===== config.mk =====
export PLATFORM = sky130hd
export DESIGN_NAME = lane_spawn_dispatch
export DESIGN_NICKNAME = d
export VERILOG_FILES = /design/src/rtl/dispatch_pkg.sv /design/src/rtl/claim_counter.sv /design/src/rtl/dispatch_lane.sv /design/src/rtl/dispatch_ctrl.sv /design/src/rtl/lane_spawn_dispatch.sv
export SDC_FILE = /design/constraint.sdc
export NUM_CORES = 1
export LEC_CHECK = 0
export BUFFER_PORTS_ARGS = -buffer_cell sky130_fd_sc_hd__clkbuf_2
export CAP_MARGIN = 20
export CELL_PAD_IN_SITES_DETAIL_PLACEMENT = 0
export CELL_PAD_IN_SITES_GLOBAL_PLACEMENT = 1
export CORE_MARGIN = 4
export CORE_UTILIZATION = 40
export CTS_CLUSTER_SIZE = 25
export DETAILED_ROUTE_END_ITERATION = 8
export PLACE_DENSITY_LB_ADDON = 0.1
export SYNTH_ARGS = -nofsm -noshare
export SYNTH_HDL_FRONTEND = slang
export SYNTH_SLANG_ARGS = --single-unit

===== constraint.sdc =====
create_clock -name clk -period 6.91 [get_ports clk]
set_clock_uncertainty 0.05 [all_clocks]
set_input_delay 0 -clock clk [delete_from_list [all_inputs] [get_ports clk]]
set_output_delay 0 -clock clk [all_outputs]
set_load 0.005 [all_outputs]

===== src/rtl/dispatch_pkg.sv =====
package dispatch_pkg;
  typedef enum logic [1:0] {
    LN_IDLE    = 2'd0,
    LN_OFFER   = 2'd1,
    LN_RUN     = 2'd2,
    LN_RETIRED = 2'd3
  } lane_state_t;
endpackage


===== src/rtl/claim_counter.sv =====
// Shared fetch-and-add: any subset of lanes may claim in one cycle.
module claim_counter #(
  parameter int N  = 8,
  parameter int CW = 17
) (
  input  logic                 clk,
  input  logic                 rst,
  input  logic                 load,
  input  logic [CW-1:0]        load_val,
  input  logic [N-1:0]         req,
  output logic [N-1:0][CW-1:0] grant
);
  logic [CW-1:0] count;
  logic [CW-1:0] next_count;

  // lower lane index is served first
  always_comb begin
    next_count = count;
    for (int i = 0; i < N; i++) begin
      grant[i]   = next_count;
      next_count = next_count + CW'(req[i]);
    end
  end

  always_ff @(posedge clk) begin
    if (rst)       count <= '0;
    else if (load) count <= load_val;
    else           count <= next_count;
  end

  // between spawns the counter only moves forward
  a_r5_never_back: assert property (@(posedge clk) disable iff (rst)
    (!load) |=> (count >= $past(count)));
endmodule


===== src/rtl/dispatch_lane.sv =====
module dispatch_lane
  import dispatch_pkg::*;
#(
  parameter int IDX  = 0,
  parameter int ID_W = 16
) (
  input  logic          clk,
  input  logic          rst,
  input  logic          spawn_go,
  input  logic [ID_W-1:0] go_bound,
  input  logic [ID_W-1:0] bound,
  input  logic          start_ready,
  input  logic          done,
  input  logic [ID_W:0] claim_val,
  output logic          claim_req,
  output logic          start_valid,
  output logic [ID_W-1:0] start_id,
  output logic          retired
);
  localparam int CW = ID_W + 1;
  localparam logic [CW-1:0] FIRST = CW'(IDX + 1);

  lane_state_t   state;
  logic [CW-1:0] id;

  assign claim_req   = (state == LN_RUN) && done;
  assign start_valid = (state == LN_OFFER);
  assign start_id    = id[ID_W-1:0];
  assign retired     = (state == LN_RETIRED);

  always_ff @(posedge clk) begin
    if (rst) begin
      state <= LN_IDLE;
      id    <= '0;
    end else if (spawn_go) begin
      if (FIRST <= {1'b0, go_bound}) begin
        state <= LN_OFFER;
        id    <= FIRST;
      end else begin
        state <= LN_RETIRED;
      end
    end else begin
      case (state)
        LN_OFFER: if (start_ready) state <= LN_RUN;
        LN_RUN: if (done) begin
          if (claim_val > {1'b0, bound}) begin
            state <= LN_RETIRED;
          end else begin
            state <= LN_OFFER;
            id    <= claim_val;
          end
        end
        default: state <= state;
      endcase
    end
  end

  // offer held stable under backpressure
  a_r10_hold_offer: assert property (@(posedge clk) disable iff (rst)
    (start_valid && !start_ready && !spawn_go) |=> (start_valid && $stable(start_id)));
  // nothing outside 1..bound is ever offered
  a_r6_in_range: assert property (@(posedge clk) disable iff (rst)
    start_valid |-> (start_id != '0 && start_id <= bound));
  // a done outside a running thread leaves the thread number alone
  a_r9_ignore_done: assert property (@(posedge clk) disable iff (rst)
    (state != LN_RUN && !spawn_go) |=> $stable(id));
endmodule


===== src/rtl/dispatch_ctrl.sv =====
module dispatch_ctrl #(
  parameter int ID_W = 16
) (
  input  logic            clk,
  input  logic            rst,
  input  logic            spawn_req,
  input  logic [ID_W-1:0] spawn_bound,
  input  logic            all_retired,
  output logic            spawn_go,
  output logic [ID_W-1:0] bound_q,
  output logic            active,
  output logic            spawn_accept,
  output logic            join_done
);
  assign spawn_go = spawn_req && !active;

  always_ff @(posedge clk) begin
    if (rst) begin
      active       <= 1'b0;
      bound_q      <= '0;
      spawn_accept <= 1'b0;
      join_done    <= 1'b0;
    end else begin
      spawn_accept <= spawn_go;
      join_done    <= 1'b0;
      if (spawn_go) begin
        active  <= 1'b1;
        bound_q <= spawn_bound;
      end else if (active && all_retired) begin
        active    <= 1'b0;
        join_done <= 1'b1;
      end
    end
  end

  // join is a single pulse
  a_r7_join_pulse: assert property (@(posedge clk) disable iff (rst)
    join_done |=> !join_done);
  // no join while any lane is still working
  a_r7_join_needs_retired: assert property (@(posedge clk) disable iff (rst)
    (active && !all_retired) |=> !join_done);
  // no nested spawn
  a_r8_no_nest: assert property (@(posedge clk) disable iff (rst)
    (active && spawn_req) |=> (!spawn_accept && $stable(bound_q)));
endmodule


===== src/rtl/lane_spawn_dispatch.sv =====
module lane_spawn_dispatch #(
  parameter int NUM_LANES = 8,
  parameter int ID_W      = 16
) (
  input  logic                      clk,
  input  logic                      rst,
  input  logic                      spawn_req,
  input  logic [ID_W-1:0]           spawn_bound,
  output logic                      spawn_accept,
  output logic                      busy,
  output logic [NUM_LANES-1:0]      start_valid,
  input  logic [NUM_LANES-1:0]      start_ready,
  output logic [NUM_LANES*ID_W-1:0] start_id,
  input  logic [NUM_LANES-1:0]      done,
  output logic                      join_done
);
  localparam int CW = ID_W + 1;
  localparam logic [CW-1:0] FA_START = CW'(NUM_LANES + 1);

  logic                         spawn_go;
  logic [ID_W-1:0]              bound_q;
  logic [NUM_LANES-1:0]         claim_req;
  logic [NUM_LANES-1:0]         retired;
  logic [NUM_LANES-1:0][CW-1:0] grant;

  dispatch_ctrl #(.ID_W(ID_W)) u_ctrl (
    .clk(clk), .rst(rst),
    .spawn_req(spawn_req), .spawn_bound(spawn_bound),
    .all_retired(&retired),
    .spawn_go(spawn_go), .bound_q(bound_q), .active(busy),
    .spawn_accept(spawn_accept), .join_done(join_done)
  );

  claim_counter #(.N(NUM_LANES), .CW(CW)) u_fa (
    .clk(clk), .rst(rst),
    .load(spawn_go), .load_val(FA_START),
    .req(claim_req), .grant(grant)
  );

  for (genvar g = 0; g < NUM_LANES; g++) begin : g_lane
    dispatch_lane #(.IDX(g), .ID_W(ID_W)) u_lane (
      .clk(clk), .rst(rst),
      .spawn_go(spawn_go), .go_bound(spawn_bound), .bound(bound_q),
      .start_ready(start_ready[g]), .done(done[g]),
      .claim_val(grant[g]), .claim_req(claim_req[g]),
      .start_valid(start_valid[g]), .start_id(start_id[g*ID_W +: ID_W]),
      .retired(retired[g])
    );
  end
endmodule


After elaboration in Yosys (flattened, before gate mapping)
Cells that the tools add are included.
{"block": "classes", "add_sub_neg": 8, "multipliers": 0, "div": 0, "order_cmp": 16, "n_eq_ne": 56, "shift": 0, "n_mux": 92, "n_bitwise": 0, "n_reduce_logical": 54}
{"op": "two-way mux 16 bit", "count": 40}
{"op": "adder 17 x 1 -> 17 bit", "count": 8}
{"op": "greater-than comparator 17 x 16 -> 1 bit", "count": 8}
{"op": "two-way mux 2 bit", "count": 40}
{"op": "<= comparator 3 x 16 -> 1 bit, first input constant", "count": 4}
{"op": "!= test 3 bit, second input constant", "count": 14}
{"op": "nonzero test 2 bit", "count": 17}
{"op": "== test 2 bit, second input constant", "count": 16}
{"op": "<= comparator 2 x 16 -> 1 bit, first input constant", "count": 2}
{"op": "one-hot mux 2 bit (2 select lines)", "count": 8}
{"op": "AND reduction 4 bit", "count": 8}
{"op": "AND reduction 3 bit", "count": 8}
{"op": "nonzero test 3 bit", "count": 8}
{"op": "== test 2 x 1 -> 1 bit, second input constant", "count": 8}
{"op": "<= comparator 1 x 16 -> 1 bit, first input constant", "count": 1}
{"op": "<= comparator 4 x 16 -> 1 bit, first input constant", "count": 1}
{"op": "!= test 2 x 1 -> 1 bit, second input constant", "count": 8}
{"op": "!= test 2 bit, second input constant", "count": 8}
{"op": "logical AND 1 bit", "count": 10}
{"op": "AND reduction 8 bit", "count": 1}
{"op": "!= test 3 x 2 -> 1 bit, second input constant", "count": 2}
{"op": "two-way mux 4 bit", "count": 1}
{"op": "two-way mux 1 bit", "count": 3}
{"op": "OR reduction 2 bit", "count": 1}
{"op": "logical NOT 1 bit", "count": 1}
{"block": "totals", "register_bits": 180, "latch_bits": 0, "ramBits": 0, "mem_bits_ro": 0, "in_bits": 35, "output_inout_bits": 139, "elab_cells": 248, "memories": 0}

Depth between registers and ports, before layout
Gate-level depths: netlist of the first run.
{"block": "logic_depth", "word_depth": 14, "depth_mapped": 36, "depth_no_buf": 33}

By module
A second synthesis of the first run with hierarchy kept.
{"block": "unflattened", "hier_cells": 1843, "hier_area_um2": 15250.9}
{"mod": "claim_counter", "instances": 1, "cells_each": 576, "area_per_inst_um2": 4405.5}
{"mod": "dispatch_lane at g_lane[3].u_lane", "instances": 1, "cells_each": 149, "area_per_inst_um2": 1300.0}
{"mod": "dispatch_lane at g_lane[5].u_lane", "instances": 1, "cells_each": 149, "area_per_inst_um2": 1262.5}
{"mod": "dispatch_lane at g_lane[6].u_lane", "instances": 1, "cells_each": 147, "area_per_inst_um2": 1257.5}
{"mod": "dispatch_lane at g_lane[1].u_lane", "instances": 1, "cells_each": 148, "area_per_inst_um2": 1243.7}
{"mod": "dispatch_lane at g_lane[2].u_lane", "instances": 1, "cells_each": 147, "area_per_inst_um2": 1234.9}
{"mod": "dispatch_lane at g_lane[4].u_lane", "instances": 1, "cells_each": 147, "area_per_inst_um2": 1233.7}
{"mod": "dispatch_lane at g_lane[0].u_lane", "instances": 1, "cells_each": 146, "area_per_inst_um2": 1217.4}
{"mod": "dispatch_lane at g_lane[7].u_lane", "instances": 1, "cells_each": 149, "area_per_inst_um2": 1216.2}
{"mod": "dispatch_ctrl", "instances": 1, "cells_each": 80, "area_per_inst_um2": 855.8}
{"mod": "lane_spawn_dispatch", "instances": 1, "cells_each": 5, "area_per_inst_um2": 23.8}

Worst setup path before layout of the first run
OpenSTA, ideal clock, no wires.
{"block": "synth_timing", "path_type": "reg2reg", "from": "reg g_lane[0].u_lane.state[0]", "to": "reg g_lane[7].u_lane.id[13]", "setup_ns": 0.072, "t_arrival_ns": 7.126, "path_slack_ns": -0.338, "path_stages_with_launch": 34, "path_buffers": 2, "cell_sequence": "dfxtp_1 inv_1 ha_1 nand2_1 inv_1 ha_1 ha_1 ha_1 nand2_1 o21ai_1 mux2i_1 o211ai_2 or4_4 or4_1 xnor2_2 inv_2 nand4_1 xnor2_4 inv_2 or4_4 a2111oi_4 xnor2_1 inv_1 xnor2_1 inv_1 ha_1 nand4_1 nor4_1 nor2_1 o31ai_1 and3_1 buf_4 buf_6 mux2i_1"}
{"block": "synth_between", "elab_chain_len": 13, "word_cells_on_any_way": 16, "classes_between": "add/sub (7); order compare (1); eq/ne (2); mux (4); reduce/logical (2)"}
{"item": "from (decl)", "line": "dispatch_lane.sv:23", "rtl": "lane_state_t state;"}
{"item": "from (signal assigned)", "line": "dispatch_lane.sv:53", "rtl": "default: state <= state;"}
{"item": "== test 2 bit *", "line": "dispatch_lane.sv:26", "rtl": "assign claim_req = (state == LN_RUN) && done;"}
{"item": "logical AND 1 bit *", "line": "dispatch_lane.sv:26"}
{"item": "adder 17 x 1 -> 17 bit * (7 in a row)", "line": "claim_counter.sv:21", "rtl": "next_count = next_count + CW'(req[i]);"}
{"item": "parallel branches: the longest is 4 deep, another holds greater-than comparator 17 x 16 -> 1 bit"}
{"item": "to (signal assigned)", "line": "dispatch_lane.sv:50", "rtl": "id <= claim_val;"}
{"item": "to (decl)", "line": "dispatch_lane.sv:24", "rtl": "logic [CW-1:0] id;"}
Every way passes the cells marked *. The select of a mux whose other input is x is not followed.
A chain may end at the register's enable or synchronous reset.

Worst setup path in the final report of the first run
{"block": "layout_timing", "from": "reg g_lane[0].u_lane.state[0]", "to": "reg g_lane[6].u_lane.id[15]"}
{"block": "layout_between", "elab_chain_len": 12, "word_cells_on_any_way": 15, "classes_between": "add/sub (6); order compare (1); eq/ne (2); mux (4); reduce/logical (2)"}
{"item": "== test 2 bit *", "line": "dispatch_lane.sv:26"}
{"item": "logical AND 1 bit *", "line": "dispatch_lane.sv:26"}
{"item": "adder 17 x 1 -> 17 bit * (6 in a row)", "line": "claim_counter.sv:21"}
{"item": "parallel branches: the longest is 4 deep, another holds greater-than comparator 17 x 16 -> 1 bit"}
{"item": "to (signal assigned)", "line": "dispatch_lane.sv:50"}
{"item": "to (decl)", "line": "dispatch_lane.sv:24"}
Marked as above.

==> results.md, run 1 <==
- Outcome: finished with violations
- Failing checks: setup timing
- Tmin final: 7110 ps
- HPWL Detailed: 42000 um
- Clock buffer depth: 2
- Worst Setup End Kind: flop
- Arrival @ worst endpoint: 7390 ps
- Synth Area in Compound Gates: 0.184
- Yosys top cell area share: 0.264
- CTS H-Tree Depth: 4
- Worst Path Required: 7190 ps
- Post-layout nets: 2343
- Io pins: 174
- Share of flip-flops with an asynchronous set or reset: 0
- Slowest cell on the critical path: or4_4
- Total of max-cap violations: 0
- Setup Viol. Count Final: 34
- Yosys cell types: 97
- Post-Synth Simple-Gate Area: 0.251
- Synth Register Bits: 180
- Gr usage total: 0.293
- CTS tree: yes
- Iteration-0 DRC Markers: 1023
- Max incr delay on CP: 540 ps
- Clock root buffer: clkbuf_16
- Max Fclk: 141 MHz
- Final Hold Slack: 273 ps
- # port buffers: 173
- Total CTS buffers: 17
- Site Rows: 67
- First-pass GRT wire length: 83300 um
- Initial antenna violation count: 0
- HP Start: done[0]
- Post-synth EDFFs: 0
- Fin area: 19000 um^2
- Multiplexer area fraction after synthesis: 0.0368
- Total wire length: 55800 um
- Die area: 37200 um^2
- Dpl cells: 2505
- Synth Area in XOR/XNOR: 0.0674
- Post-route insts no fill: 2622
- Area growth from synthesis to layout: 38.8%
- Share of cells above drive strength 1: 0.302
- Worst r2r src: g_lane[0].u_lane.state[0]
- Ys Warns: 0
- Hold WC Path Type: input port to flop
- Die H: 193 um
- Worst-path clk slew: 70 ps
- Clock sinks: 180
- Initial Util: 0.407
- CP startpoint: g_lane[0].u_lane.state[0]
- Drt drc: 0
- Pwr Total: 3.01 mW
- DR vias: 14.5k
- Final hold viol count: 0
- Syn Inst Count: 1713
- Slew Viols, Final: 0
- Static Leak: 8.37 nW
- Global route overflow: 0
- Worst slew pin tran: 1080 ps
- Post-Place Worst Slack: -365 ps
- Crit Path Class: flop to flop
- Crit Path Max Fanout: 7
- Remaining antenna violation count: 0
- Largest net degree at the start of global routing: 99
- Clk_lat worst skew: 460 ps
- Final Cycle Share: 1.03
- Max VDD drop: 174 uV
- Synthesized cell area: 13700 um^2
- CP top delay family: simple AND/OR/NAND/NOR gates
- Worst R2R Setup Slack: -200 ps
- Core area: 33600 um^2
- Post-Syn Nets: 1896
- Leading area contributor after synthesis: dfxtp_1
- Largest family of logic cells by synthesized area: simple AND/OR/NAND/NOR gates
- Worst path bufs/invs: 8
- Final worst slack: -199 ps
- Post-Synth Adder-Cell Area: 0.136
- Die W: 193 um
- Routed wire per std cell: 21.3 um
- Sequential area share after synthesis: 0.264
- Final GP Congestion: 0.963
- Max_slew headroom: 0.281
- DP Area: 16800 um^2
- Via/cell ratio: 5.52
- Mean Syn Cell Area: 7.98 um^2
- Synth top area cells: dfxtp_1 26%, ha_1 14%, a21oi_1 5.4%
- PD cells: 159 nW/um^2
- Vias in the first global route: 13.9k
- Setup crit start kind: flop
- Ys flop type: dfxtp_1
- Pre-Repair DR Iteration Count: 5
- Unrepaired setup endpoints after global routing: yes
==> worst register-to-register path: cells and delay by family, from the launching register on <==
kind	cells	cell delay, ps
multiplexers	1	180
XOR/XNOR	3	610
AND/OR/NAND/NOR	9	2660
adder cells (fa/ha/maj)	4	870
AO/OA/AOI/OAI	6	1470
flip-flops	1	340
buffers and inverters	8	790
==> stage by stage <==
stage,util,TNS [ps]
CTS,0.539,-1120
detailed placement,0.500,-9930
finish,0.565,-5290
global route,0.564,-17690
floorplan,-,0
global placement,0.499,-9580
==> synthesized netlist by cell type, drive strengths merged, types with 20 or more instances <==
cell      n
xor2     21
inv     105
nor4     36
nand3    65
nand2b   20
mux2i    48
nand4    69
dfxtp   180
nor3     42
a21o     22
a21oi   147
o21a     41
nand2   120
nor2    173
nor2b    32
clkbuf   58
o21ai    53
buf      30
ha      148
xnor2    74
==> cells in the final DEF, fill, tap and decap left out, types with 7 or more instances in the layout <==
master / n
o21ai_0: 46
xnor2_4: 7
a21oi_1: 138
nand4_1: 67
inv_1: 87
nand3_2: 8
o21a_1: 41
o211ai_1: 12
nand3_1: 56
nand2_1: 116
a21o_1: 22
xnor2_1: 56
and2_1: 10
nor2_1: 171
buf_4: 279
clkbuf_16: 20
dlygate4sd3_1: 44
xnor2_2: 11
and4_1: 12
mux2i_1: 45
xor2_1: 17
a21oi_2: 9
dfxtp_1: 179
ha_4: 9
a31oi_1: 8
nor4_1: 21
clkbuf_2: 172
nor3_1: 37
inv_2: 15
ha_1: 139
o22ai_1: 12
nor4_2: 11
nand3b_1: 15
buf_6: 11
nand2b_1: 19
a211oi_1: 11
and3_1: 14
nor2b_1: 31
==> logic make-up after synthesis <==
| group | after synthesis |
|---|---|
| simple gates | 658 |
| compound gates | 384 |
| buf+inv | 196 |
| flops | 180 |
| fa+ha+maj | 149 |
| xor+xnor | 96 |
| mux | 50 |
==> where the power goes <==
part	switching (mW)	internal [mW]	total [mW]
clock	0.479	0.616	1.09
sequential	0.0320	1.07	1.10
combinational	0.448	0.367	0.815
==> timing repair <==
action                                  4_1_cts  5_1_grt
resized for setup                            28      111
endpoints found under the setup margin       51       51
pin swaps                                     9       52
endpoints found under the hold margin        68        0
hold buffers                                 44        0
cloned                                        1        4
setup buffers                                 6       29
==> final cells by class <==
cell class	count	area, um^2
diodes	1	2.50
clock buffers	21	480
clock inverters	11	159
fillers	3212	14600
inverters	108	415
multi-input cells	1337	10000
flip-flops and latches	180	3600
well taps	448	561
repair buffers	516	3730
==> registers in the layout (all words and copies together), names as in the netlist <==
name,cells
g_lane.u_lane.id,128
u_fa.count,17
g_lane.u_lane.state,16
u_ctrl.bound_q,16
u_ctrl.active,1
u_ctrl.join_done,1
u_ctrl.spawn_accept,1
==> path summary, 6_finish.rpt <==
kind / end / cells past startpoint
hold reg to reg: g_lane[7].u_lane.id[14] / 2
setup reg to reg: g_lane[6].u_lane.id[15] / 31
setup / recovery: g_lane[6].u_lane.id[15] / 31
hold / removal: g_lane[1].u_lane.id[0] / 7
==> per-layer routing <==
metal,share of wire,global-route usage
met1,0.46,0.402
met2,0.46,0.478
met3,0.053,0.0469
met4,0.024,0.0795
met5,0,0
Power figures use the tool's default switching activity.
==> inputs of run 2 (changes only) <==
CORE_UTILIZATION = 41   (was 40)
SYNTH_HIERARCHICAL = 1   (was default)
==> run 2 against run 1 <==
Effect of this change: the run still ends with setup timing left; die area rose by 8.5%; power rose by 23%; core utilization fell by 3.2 points; cell count rose by 2.9%; non-clock buffer count fell by 83; via count rose by 7.3%; final area rose by 2.8%; sequential power rose by 8%; clock power fell by 4%; critical path depth fell by 2; fmax rose by 1.9%.
==> results.md, run 2 <==
- Outcome: finished with violations
- Failing checks: setup timing
- Max FFs per register: 128 (unchanged)
- Initial antenna violation count: 0 (unchanged)
- Share of flip-flops with an asynchronous set or reset: 0 (unchanged)
- Synth top area cells: dfxtp_1 24%, ha_1 12%, a21oi_1 6.4%
- Tmin final: 6980 ps (-131 ps)
- Unrepaired setup endpoints after global routing: yes
- Max_slew headroom: 0.356 (+0.0750)
- Crit Path Max Fanout: 8 (+1)
- Post-route insts no fill: 2699 (+2.9%)
- Remaining antenna violation count: 0 (unchanged)
- Final hold viol count: 0 (unchanged)
- Drt drc: 0 (unchanged)
- Clock buffer depth: 2 (unchanged)
- Ys flop type: dfxtp_1
- Post-layout nets: 2398 (+2.3%)
- Global route overflow: 0 (unchanged)
- Setup crit start kind: flop
- Clk_lat worst skew: 470 ps (about the same)
- CTS H-Tree Depth: 4 (unchanged)
- Arrival @ worst endpoint: 7320 ps (-70 ps)
- Crit Path Class: flop to flop
- Max incr delay on CP: 530 ps (about the same)
- Dpl cells: 2601 (+3.8%)
- Final Cycle Share: 1.01 (-0.0190)
- Gr usage total: 0.282 (-0.0113)
- Synth Register Bits: 180 (unchanged)
- Setup Viol. Count Final: 15 (-56%)
- Ys Warns: 6 (+6)
- Clock root buffer: clkbuf_16
- Initial Util: 0.417 (+0.00987)
- Most frequent cells in the layout: 210 x buf_4, 189 x a21oi_1, 178 x dfxtp_1
- Sequential area share after synthesis: 0.236 (-0.0273)
- DR vias: 15.5k (+7.3%)
- Clock sinks: 180 (unchanged)
- Die area: 40300 um^2 (+8.5%)
- Core area: 36600 um^2 (+8.9%)
- Iteration-0 DRC Markers: 971 (-5.1%)
- Io pins: 174 (unchanged)
- Total CTS buffers: 17 (unchanged)
- Vias in the first global route: 15.1k (+8.1%)
- Slew Viols, Final: 0 (unchanged)
- Worst R2R Setup Slack: -70 ps (+130 ps)
- Worst-path clk slew: 80 ps (about the same)
- Largest net degree at the start of global routing: 102 (+3.0%)
- Most numerous cell in the Yosys netlist: a21oi_1
- Worst slew pin tran: 966 ps (-113 ps)
- Total wire length: 59000 um (+5.8%)
- Setup TNS: -656 ps (+4640 ps)
- # port buffers: 173 (unchanged)
- Most common cell after layout, fill and taps aside: buf_4
- Max VDD drop: 187 uV (+7.3%)
- Area of the multi-input gates: 11000 um^2 (+9.9%)
- Pre-Repair DR Iteration Count: 5 (unchanged)
- Slowest cell on the critical path: or4b_4
- Hold WC Path Type: input port to flop
- Diodes inserted: 0 (-1)
- Worst Setup End Kind: flop
- Largest register by flop count: g_lane.u_lane/id
- Yosys cell types: 129 (+33%)
- PD cells: 190 nW/um^2 (+20%)
- Worst Path Required: 7250 ps (+60 ps)
- Syn Inst Count: 1843 (+7.6%)
- Via/cell ratio: 5.75 (+4.3%)
- First-pass GRT wire length: 90000 um (+8.1%)
- Yosys top cell area share: 0.236 (-0.0273)
- Final worst slack: -67.9 ps (+131 ps)
- Mean Syn Cell Area: 8.28 um^2 (+3.7%)
- Static Leak: 8.08 nW (-3.5%)
- Top flop regs: g_lane.u_lane/id: 128 flops, u_fa/count: 17 flops
- Register Area: 3610 um^2 (about the same)
- Die W: 201 um (+4.1%)
- Share of cells above drive strength 1: 0.284 (-0.0177)
- Site Rows: 70 (+4.5%)
- Most frequent cells after synthesis: 196 x a21oi_1, 180 x dfxtp_1, 166 x inv_1
- Leading area contributor after synthesis: dfxtp_1
- HPWL Detailed: 44300 um (+5.4%)
- Final GP Congestion: 0.942 (-2.3%)
- Area growth from synthesis to layout: 28.0%
- Die H: 201 um (+4.1%)
- Total of max-cap violations: 0 (unchanged)
- CTS tree: yes
- Layout Utilization: 0.533 (-0.0315)
- Max Fclk: 143 MHz (+1.9%)
- Synthesized cell area: 15300 um^2 (+12%)
- FILL cells: 3567 (+11%)
- Routed wire per std cell: 21.9 um (+2.8%)
- Post-synth EDFFs: 0 (unchanged)
==> run 2: cell count changes after synthesis, moves of 22 or more <==
cell | previous run | this run
nor2_1 | 173 | 63
o21ai_1 | 3 | 63
clkbuf_1 | 58 | 26
o21a_1 | 41 | 5
nand3_1 | 64 | 42
mux2i_1 | 48 | 5
o21ai_0 | 50 | 93
a21oi_1 | 147 | 196
nand4_1 | 67 | 142
nand2_1 | 119 | 73
inv_1 | 91 | 166
==> run 2: cells by family (layout without fill, tap and decap cells) <==
| logic type | count (synthesis) | in the layout | synth area share |
|---|---|---|---|
| adder cells (fa/ha/maj) | 145 | 145 | 0.119 |
| flip-flops | 180 | 180 | 0.236 |
| buffers and inverters | 272 | 645 | 0.0838 |
| AO/OA/AOI/OAI | 526 | 526 | 0.229 |
| XOR/XNOR | 103 | 103 | 0.0735 |
| multiplexers | 7 | 7 | 0.00500 |
| other | 2 | 17 | 0.000492 |
| AND/OR/NAND/NOR | 608 | 608 | 0.253 |
==> run 2: worst max-delay path: cells and delay by family, from the launching register on <==
kind	cells	cell delay, ps
AO/OA/AOI/OAI	7	1860
XOR/XNOR	6	1490
adder cells (fa/ha/maj)	4	970
AND/OR/NAND/NOR	8	1570
buffers and inverters	4	620
flip-flops	1	330
==> run 2: final cells by class <==
cell class / count / area share
clock inverter: 14 / 0.00834
inverter: 180 / 0.0355
multi-input combinational: 1406 / 0.565
timing repair buffer: 433 / 0.154
tap: 468 / 0.0300
clock buffer: 18 / 0.0225
sequential: 180 / 0.185
==> run 2: through the flow <==
step	hold slack, ps	area [um^2]	setup WS [ps]	power (mW)
floorplan	118	15400	8.48	2.05
global placement	263	17700	-94.8	2.53
detailed placement	276	17700	-229	2.55
CTS	320	18800	28.1	3.64
global route	370	19500	-245	3.91
finish	341	19500	-67.9	3.70
==> run 2: worst paths after layout <==
check                       startpoint  depth (start not counted)                        end
max          g_lane[0].u_lane/state[0]                         29    g_lane[7].u_lane/id[15]
max reg2reg  g_lane[0].u_lane/state[0]                         29    g_lane[7].u_lane/id[15]
min reg2reg     g_lane[3].u_lane/id[9]                          2     g_lane[3].u_lane/id[9]
min                     start_ready[1]                          4  g_lane[1].u_lane/state[1]
==> run 2: repair_timing <==
item / in CTS / in global routing
hold buffers: 39 / 0
gates resized for setup: 15 / 103
setup buffers: 4 / 19
pin swaps: 5 / 58
endpoints found under the hold margin: 55 / 0
gates cloned: 0 / 2
endpoints found under the setup margin: 19 / 34
==> run 2: per-layer routing <==
| layer | vias to the layer above | wire length [um] | global-route usage |
|---|---|---|---|
| li1 | 7583 | - | - |
| met1 | 7410 | 26700 | 0.382 |
| met2 | 456 | 27700 | 0.464 |
| met3 | 72 | 2860 | 0.0394 |
| met4 | 0 | 1780 | 0.0927 |
| met5 | - | 0 | 0 |
==> run 2: power by group <==
part           switching, mW  internal (mW)
clock network          0.493          0.554
logic                  0.856          0.610
registers             0.0887           1.10
total                   1.44           2.27
==> inputs of run 3 (changes only) <==
clock period = 6.4 ns   (was 6.91 ns; I/O delays follow)
==> run 3 against run 2 <==
Effect of this change: register-to-register slack got worse by 230 ps; critical path type unchanged; critical path depth rose by 2; largest cell class unchanged; wire length grew 4.4%; the run still ends with setup timing left.
==> results.md, run 3 (synthesized netlist as in run 2, its figures left out) <==
- Max VDD drop: 213 uV (+14%)
- Top flop regs: g_lane.u_lane/id: 128 flops, u_fa/count: 17 flops
- Drt drc: 0 (unchanged)
- Area growth from synthesis to layout: 39.0%
- Final Cycle Share: 1.05 (+0.0369)
- Io pins: 174 (unchanged)
- Layout Utilization: 0.579 (+0.0459)
- Max_slew headroom: 0.354 (-0.00185)
- Total wire length: 61600 um (+4.4%)
- Max incr delay on CP: 410 ps (-120 ps)
- Clk_lat worst skew: 470 ps (about the same)
- Die H: 201 um (unchanged)
- Vias in the first global route: 16.0k (+6.4%)
- Routed wire per std cell: 21.6 um (-1.2%)
- Max Fclk: 149 MHz (+4.2%)
- Worst Path Required: 6690 ps (-560 ps)
- Iteration-0 DRC Markers: 955 (-1.6%)
- Die area: 40300 um^2 (unchanged)
- Clock sinks: 180 (unchanged)
- Setup Viol. Count Final: 51 (+36)
- Largest net degree at the start of global routing: 77 (-25%)
- Worst Setup End Kind: flop
- Dpl cells: 2722 (+4.7%)
- Remaining antenna violation count: 0 (unchanged)
- Clock buffer depth: 2 (unchanged)
- Crit Path Class: flop to flop
- CTS tree: yes
- Worst slew pin tran: 967 ps (+1.45 ps)
- Total of max-cap violations: 0 (unchanged)
- Post-layout nets: 2546 (+6.2%)
- Gr usage total: 0.291 (+0.00942)
- Final worst slack: -299 ps (-231 ps)
- Global route overflow: 0 (unchanged)
- DR vias: 16.3k (+5.2%)
- HPWL Detailed: 45000 um (+1.6%)
- Failing checks: setup timing
- First-pass GRT wire length: 93400 um (+3.8%)
- # port buffers: 173 (unchanged)
- Max FFs per register: 128 (unchanged)
- Final Hold Slack: 334 ps (-6.72 ps)
- Tmin final: 6700 ps (-279 ps)
- Final GP Congestion: 0.932 (-1.1%)
- Site Rows: 70 (unchanged)
- Slew Viols, Final: 0 (unchanged)
- Most frequent cells in the layout: 328 x buf_4, 186 x a21oi_1, 179 x dfxtp_1
- Outcome: finished with violations
- Core area: 36600 um^2 (unchanged)
- Total CTS buffers: 17 (unchanged)
- Initial antenna violation count: 3 (+3)
- CTS H-Tree Depth: 4 (unchanged)
- Setup TNS: -9590 ps (-8930 ps)
- Post-route insts no fill: 2850 (+5.6%)
- Final hold viol count: 0 (unchanged)
- Most common cell after layout, fill and taps aside: buf_4
- Clock root buffer: clkbuf_16
- Most frequent CP cell: buf_4
- Pre-Repair DR Iteration Count: 5 (unchanged)
- FILL cells: 3442 (-3.5%)
- Unrepaired setup endpoints after global routing: yes
- PD cells: 196 nW/um^2 (+3.1%)
- Hold WC Path Type: input port to flop
- Via/cell ratio: 5.73 (-0.36%)
- Share of cells above drive strength 1: 0.348 (+0.0639)
- Arrival @ worst endpoint: 6990 ps (-330 ps)
- Initial Util: 0.417 (unchanged)
- Slowest cell on the critical path: a2111o_1
- Die W: 201 um (unchanged)
- Setup crit start kind: flop
- Largest register by flop count: g_lane.u_lane/id
- Static Leak: 8.95 nW (+11%)
- Worst-path clk slew: 80 ps (about the same)
- Crit Path Max Fanout: 6 (-2)
run 3: area by class of cell:
class / count / area [um^2] / area share
clock inverter: 15 / 184 / 0.00868
tap: 468 / 586 / 0.0276
timing repair buffer: 580 / 4310 / 0.203
sequential: 180 / 3600 / 0.170
multi-input combinational: 1407 / 11400 / 0.537
clock buffer: 17 / 425 / 0.0201
inverter: 180 / 689 / 0.0325
antenna: 3 / 7.51 / 0.000354
run 3: worst paths after layout:
| check | to | cells after the start | slack [ps] | from |
|---|---|---|---|---|
| worst min-delay path | g_lane[2].u_lane/state[1] | 4 | 330 | start_ready[2] |
| worst max register to register | g_lane[7].u_lane/id[3] | 31 | -300 | g_lane[0].u_lane/state[0] |
| worst min register to register | g_lane[7].u_lane/id[5] | 2 | 420 | g_lane[7].u_lane/id[5] |
| worst max-delay path | g_lane[7].u_lane/id[3] | 31 | -300 | g_lane[0].u_lane/state[0] |
run 3: timing repair:
| item | CTS | global route |
|---|---|---|
| pin swaps | 47 | 32 |
| hold buffers | 44 | 0 |
| cloned | 2 | 5 |
| setup buffers | 31 | 10 |
| hold endpoints to repair | 39 | 0 |
| gates resized for setup | 100 | 97 |
| endpoints found under the setup margin | 50 | 68 |
run 3: layer usage:
metal  vias to the layer above  part of all wire  track usage
li1                       7887                 -            -
met1                      7903              0.44        0.374
met2                       442              0.48        0.494
met3                        99             0.046       0.0477
met4                         0             0.037        0.105
met5                         -                 0            0
run 3: metrics by stage:
stage	worst slack [ps]	power [mW]	area [um^2]
floorplan	-467	2.23	15500
global placement	-451	2.82	18700
detailed placement	-454	2.85	18800
CTS	-287	4.08	20500
global route	-564	4.37	21200
finish	-299	4.15	21200
run 3: worst max-delay path: cells and delay by family (launching register included):
family	cells	cell delay (ps)
buf+inv	8	1120
flops	1	330
compound gates	5	1450
simple gates	12	2130
fa+ha+maj	4	920
xor+xnor	2	550
run 3: where the power goes:
part           switching [mW]  leakage [nW]  internal (mW)
clock network           0.558         0.295          0.563
logic                   0.983          7.19          0.760
registers              0.0963          1.47           1.19
total                    1.64          8.95           2.51
